### config.mk
export PLATFORM = sky130hd
export DESIGN_NAME = lpdbg_handshake
export DESIGN_NICKNAME = d
export VERILOG_FILES = /design/src/rtl/lpdbg_pkg.sv /design/src/rtl/lpdbg_cfg_reg.sv /design/src/rtl/lpdbg_chan.sv /design/src/rtl/lpdbg_handshake.sv
export SDC_FILE = /design/constraint.sdc
export NUM_CORES = 1
export LEC_CHECK = 0
export CORE_AREA = 10 10 47 49
export DETAILED_ROUTE_END_ITERATION = 8
export DIE_AREA = 0 0 57 59
export DONT_BUFFER_PORTS = 1
export PLACE_DENSITY = 0.66
export SLEW_MARGIN = 40
export SYNTH_ARGS = -nofsm -noshare
export SYNTH_HDL_FRONTEND = slang
export SYNTH_HIERARCHICAL = 1
export SYNTH_SLANG_ARGS = --single-unit
### constraint.sdc
create_clock -name clk -period 0.8 [get_ports clk]
set_input_delay 0.04 -clock clk [delete_from_list [all_inputs] [get_ports clk]]
set_output_delay 0.04 -clock clk [all_outputs]
set_load 0.01 [all_outputs]
### src/rtl/lpdbg_pkg.sv
// Shared constants and types for the low-power entry debug handshake.
// Field positions are vector indices with index REG_W-1 as the MSB.
package lpdbg_pkg;
    localparam int REG_W       = 32;
    localparam int NUM_MODES   = 2;
    localparam int MODE_SLEEP  = 0;
    localparam int MODE_STOP   = 1;

    // Positions given in MSB-first numbering, converted to vector indices.
    localparam int EVT_EN_NUM  = 6;
    localparam int DBG_EN_NUM  = 16;
    localparam int SLEEP_NUM   = 22;
    localparam int STOP_NUM    = 23;

    localparam int EVT_EN_POS  = REG_W - 1 - EVT_EN_NUM;
    localparam int DBG_EN_POS  = REG_W - 1 - DBG_EN_NUM;
    localparam int SLEEP_POS   = REG_W - 1 - SLEEP_NUM;
    localparam int STOP_POS    = REG_W - 1 - STOP_NUM;

    // Mask of the bits that hold state; everything else reads zero.
    localparam logic [REG_W-1:0] LIVE_MASK =
        (REG_W'(1) << EVT_EN_POS) | (REG_W'(1) << DBG_EN_POS) |
        (REG_W'(1) << SLEEP_POS)  | (REG_W'(1) << STOP_POS);

    typedef enum logic [1:0] {
        CH_IDLE = 2'd0,
        CH_PEND = 2'd1,
        CH_HOLD = 2'd2
    } chan_state_t;

    // Vector index of a mode's pending flag.
    function automatic int flag_pos(input int mode);
        return (mode == MODE_SLEEP) ? SLEEP_POS : STOP_POS;
    endfunction
endpackage

### src/rtl/lpdbg_cfg_reg.sv
// Tool-writable configuration bits: event port enable and low-power
// debug enable. It also decodes which pending flags a write acknowledges
// (a written 0 clears, a written 1 is ignored).
// Assumes the write strobe is synchronous to clk.
module lpdbg_cfg_reg
    import lpdbg_pkg::*;
#(
    parameter int W     = REG_W,
    parameter int MODES = NUM_MODES
) (
    input  logic             clk,
    input  logic             rst_n,
    input  logic             wr_en,
    input  logic [W-1:0]     wr_data,
    output logic             evt_en,
    output logic             dbg_en,
    output logic [MODES-1:0] ack_clr
);
    // Store the two enable bits on every write.
    always_ff @(posedge clk) begin
        if (!rst_n) begin
            evt_en <= 1'b0;
            dbg_en <= 1'b0;
        end else if (wr_en) begin
            evt_en <= wr_data[EVT_EN_POS];
            dbg_en <= wr_data[DBG_EN_POS];
        end
    end

    // One acknowledge per mode when the write carries a 0 in its flag.
    for (genvar m = 0; m < MODES; m++) begin : g_ack
        localparam int POS = flag_pos(m);
        always_comb ack_clr[m] = wr_en && !wr_data[POS];
    end
endmodule

### src/rtl/lpdbg_chan.sv
// Per-mode entry sequencer. It sets the pending flag on a new request
// when debug is enabled, waits for the acknowledge, then pulses the grant
// and holds until the request drops. When debug is disabled the grant
// follows the request directly.
// Assumes req stays high until granted or withdrawn.
module lpdbg_chan
    import lpdbg_pkg::*;
(
    input  logic clk,
    input  logic rst_n,
    input  logic req,
    input  logic dbg_en,
    input  logic ack_clr,
    output logic pend_flag,
    output logic grant
);
    chan_state_t state;

    // Sequencer: flag set wins over a same-cycle acknowledge in IDLE.
    always_ff @(posedge clk) begin
        if (!rst_n) begin
            state     <= CH_IDLE;
            pend_flag <= 1'b0;
            grant     <= 1'b0;
        end else begin
            grant <= 1'b0;
            unique case (state)
                CH_IDLE: begin
                    if (req) begin
                        if (dbg_en) begin
                            pend_flag <= 1'b1;
                            state     <= CH_PEND;
                        end else begin
                            grant <= 1'b1;
                            state <= CH_HOLD;
                        end
                    end
                end
                CH_PEND: begin
                    if (!req) begin
                        pend_flag <= 1'b0;
                        state     <= CH_IDLE;
                    end else if (ack_clr || !dbg_en) begin
                        pend_flag <= 1'b0;
                        grant     <= 1'b1;
                        state     <= CH_HOLD;
                    end
                end
                CH_HOLD: begin
                    if (!req) state <= CH_IDLE;
                end
                default: begin
                    pend_flag <= 1'b0;
                    state     <= CH_IDLE;
                end
            endcase
        end
    end
endmodule

### src/rtl/lpdbg_handshake.sv
// Top of the low-power entry debug handshake: one configuration register
// plus one sequencer per low-power mode, with readback assembly.
// Assumes all inputs are synchronous to clk.
module lpdbg_handshake
    import lpdbg_pkg::*;
(
    input  logic             clk,
    input  logic             rst_n,
    input  logic             reg_wr_en,
    input  logic [REG_W-1:0] reg_wr_data,
    output logic [REG_W-1:0] reg_rd_data,
    input  logic             sleep_req,
    input  logic             stop_req,
    output logic             sleep_grant,
    output logic             stop_grant,
    output logic             evt_port_en
);
    logic                 dbg_en;
    logic [NUM_MODES-1:0] ack_clr;
    logic [NUM_MODES-1:0] req_v;
    logic [NUM_MODES-1:0] flag_v;
    logic [NUM_MODES-1:0] grant_v;

    lpdbg_cfg_reg #(.W(REG_W), .MODES(NUM_MODES)) u_cfg (
        .clk     (clk),
        .rst_n   (rst_n),
        .wr_en   (reg_wr_en),
        .wr_data (reg_wr_data),
        .evt_en  (evt_port_en),
        .dbg_en  (dbg_en),
        .ack_clr (ack_clr)
    );

    // Gather the mode requests into a vector.
    always_comb begin
        req_v[MODE_SLEEP] = sleep_req;
        req_v[MODE_STOP]  = stop_req;
    end

    for (genvar m = 0; m < NUM_MODES; m++) begin : g_chan
        lpdbg_chan u_chan (
            .clk       (clk),
            .rst_n     (rst_n),
            .req       (req_v[m]),
            .dbg_en    (dbg_en),
            .ack_clr   (ack_clr[m]),
            .pend_flag (flag_v[m]),
            .grant     (grant_v[m])
        );
    end

    // Fan the grants out to their ports.
    always_comb begin
        sleep_grant = grant_v[MODE_SLEEP];
        stop_grant  = grant_v[MODE_STOP];
    end

    // Assemble readback; unlisted bits stay zero.
    always_comb begin
        reg_rd_data             = '0;
        reg_rd_data[EVT_EN_POS] = evt_port_en;
        reg_rd_data[DBG_EN_POS] = dbg_en;
        reg_rd_data[SLEEP_POS]  = flag_v[MODE_SLEEP];
        reg_rd_data[STOP_POS]   = flag_v[MODE_STOP];
    end
endmodule

==> flow_summary.toml <==
[worst_setup_path]
crit_fanout = 6
startpoint = "u_cfg/dbg_en"
crit_type = "flop to output pin"
ff2ff_path_depth = 3
ff2ff_setup_slack_ns = -0.04
crit_end = "reg_rd_data[15]"
cp.required_ns = 0.76
worstReg2RegEnd = "g_chan[1].u_chan/pend_flag"
cp-start-kind = "flop"
r2r_start = "u_cfg/dbg_en"
cp.arrival_ns = 0.84
cp-end-kind = "output pin"

[cts]
cts_made_buffers = 3
clkTransAtPathRegs_ns = 0.06
clock_latency_ns = 0.26
cts.path.max_buffers = 2
root_buffer = "clkbuf_4"
cts.htree.levels = 1
cts_tree = "yes"
cts_sinks = 10

[die]
die_x_um = 57
initial_core_util = 0.4598
core-area_sq_mm = 0.001401
die_area_sq_mm = 0.003363
rows = 14
die_h_um = 59
io_pins = 72

[grt]
grt_pass1_wl_um = 1932
track_usage = 0.07221
antenna_found_initial = 0
grt.overflow.total = 0
grt_pass1_vias = 436
grt_start_max_net_pins = 11

[sta]
hold_viol_final = 0
finClkSkew_ns = 0.0003929
final_max_slew_viol_count = 0
worst_slack_ns = -0.08451
max_freq_mhz = 1131
timing.final.crit_share = 1.106
fin_crit_ns = 0.8845
rsz0062_at_grt = "yes"
finalSetupViolations = 5
finalSetupTns_ns = -0.1608

[yosys]
yosysSeqAreaShare = 0.3107
synth.distinct_cells = 12
synthesis.area_sq_um = 644.4
yosysTopAreaCellShare = 0.3495
postSynthAreaPerCell_sq_um = 9.076
synth_cells = 71
synth-seq-cells = 10
ys_warn_count = 6
synth.area.top_cells = "buf_4, dfxtp_1, nand2_1"
yosysTopAreaCell = "buf_4"

[cells_and_area]
fin_area_sq_um = 720.7
layout_commonest_cell = "conb_1"
antenna_cells = 0
syn_to_final_growth_pct = 11.84
fillers = 142
mostFrequentLayoutCells = "conb_1, nand2_1, nor2b_1"
drive_gt1_frac = 0.2530
nNetsFinal = 121
layoutNonFillerInstCount = 99
fin_util = 0.5143

[drt]
drcViolationCount = 0
drtAntennaViolNets = 0
routed_wirelength_um = 1267
dr.pass1.iters = 4
wl_per_cell_um = 12.80
vias = 413
drt-initial-drc-count = 5
via_per_inst = 4.172

[status]
outcome = "complete, but fails checks"
violations = "negative setup slack"

[pwr]
vdd_drop_max_mv = 0.5687
leakage_nw = 0.3404
p_per_area_mw_per_mm2 = 1635
total_power_mw = 1.178

[worst_hold_path]
min_path_type = "input pin to flop"

[run]
cap_violations = 0

[place]
dp.cells = 89
port_buffers = 0
hpwl_um = 1027
placed_area_sq_um = 581.8
gp_congestion = 0.6271
[through the flow]
step	hold slack [ns]	setup WS, ns
after floorplan	0.1575	0.01882
after global placement	0.1620	-0.02605
after detailed placement	0.1629	-0.03226
after CTS	0.1049	-0.09792
after global routing	0.1195	-0.1208
final	0.1083	-0.08451
[per-layer routing]
| layer | vias up | routed length [um] | track usage |
|---|---|---|---|
| met5 | - | 0 | 0 |
| met2 | 19 | 717 | 0.1271 |
| met3 | 2 | 87 | 0.02790 |
| met1 | 193 | 438 | 0.06046 |
| li1 | 199 | - | - |
| met4 | 0 | 24 | 0.07047 |
[final cells by class]
type / instances / area [sq um] / share of cell area
Multi-Input combinational cell: 58 / 325.3 / 0.4514
Clock buffer: 4 / 36.28 / 0.05035
Tap cell: 16 / 20.02 / 0.02778
Timing Repair Buffer: 11 / 118.9 / 0.1649
Sequential cell: 10 / 220.2 / 0.3056
[cells by family (layout without fill, tap and decap cells)]
kind of cell    Yosys count  after routing  synth area share
other cells               1             28          0.005820
simple gates             22             22            0.2058
compound gates            6              6           0.09707
buf+inv                  30             15            0.3495
mux                       2              2           0.03107
flops                    10             10            0.3107
[worst max-delay path, stage by stage, from the launching register on]
cell and delay, ns:
dfxtp_4 0.37, buf_6 0.11, buf_6 0.11
[cells in the mapped netlist]
| master | n |
|---|---|
| nand2_1 | 10 |
| a211oi_2 | 2 |
| conb_1 | 1 |
| nor2b_1 | 6 |
| nor3_1 | 2 |
| o2111a_1 | 2 |
| dfxtp_1 | 10 |
| buf_4 | 30 |
| nand2b_4 | 2 |
| mux2i_1 | 2 |
| o21a_1 | 2 |
| and4b_1 | 2 |
[worst min path at each step]
stage / start / endpoint / slack (ns) / cells after the start
after floorplan: rst_n / g_chan[0].u_chan/pend_flag / 0.16 / 1
after global placement: rst_n / g_chan[1].u_chan/pend_flag / 0.16 / 1
after detailed placement: rst_n / g_chan[1].u_chan/pend_flag / 0.16 / 1
after CTS: reg_wr_data[9] / g_chan[0].u_chan/state[0] / 0.10 / 4
after global routing: reg_wr_data[9] / g_chan[0].u_chan/state[0] / 0.12 / 4
final: reg_wr_data[8] / g_chan[1].u_chan/state[0] / 0.11 / 4
[repair_timing]
action	in CTS	in global routing
setup endpoints to repair	8	13
buffers inserted	0	0
cloned	0	0
pin swaps	1	1
hold buffers	6	0
gates resized for setup	10	6
endpoints found under the hold margin	10	0
[where the power goes]
part           total (mW)  internal, mW  switching, mW
combinational       0.192        0.0801          0.112
clock               0.444         0.276          0.168
sequential          0.542         0.513         0.0285
total                1.18         0.870          0.308
[flip-flops by register name (all words and copies together) (netlist names)]
signal                   cells
u_cfg/evt_en                 1
g_chan.u_chan/pend_flag      2
u_cfg/dbg_en                 1
g_chan.u_chan/state          4
g_chan.u_chan/grant          2
Power figures use the tool's default switching activity.
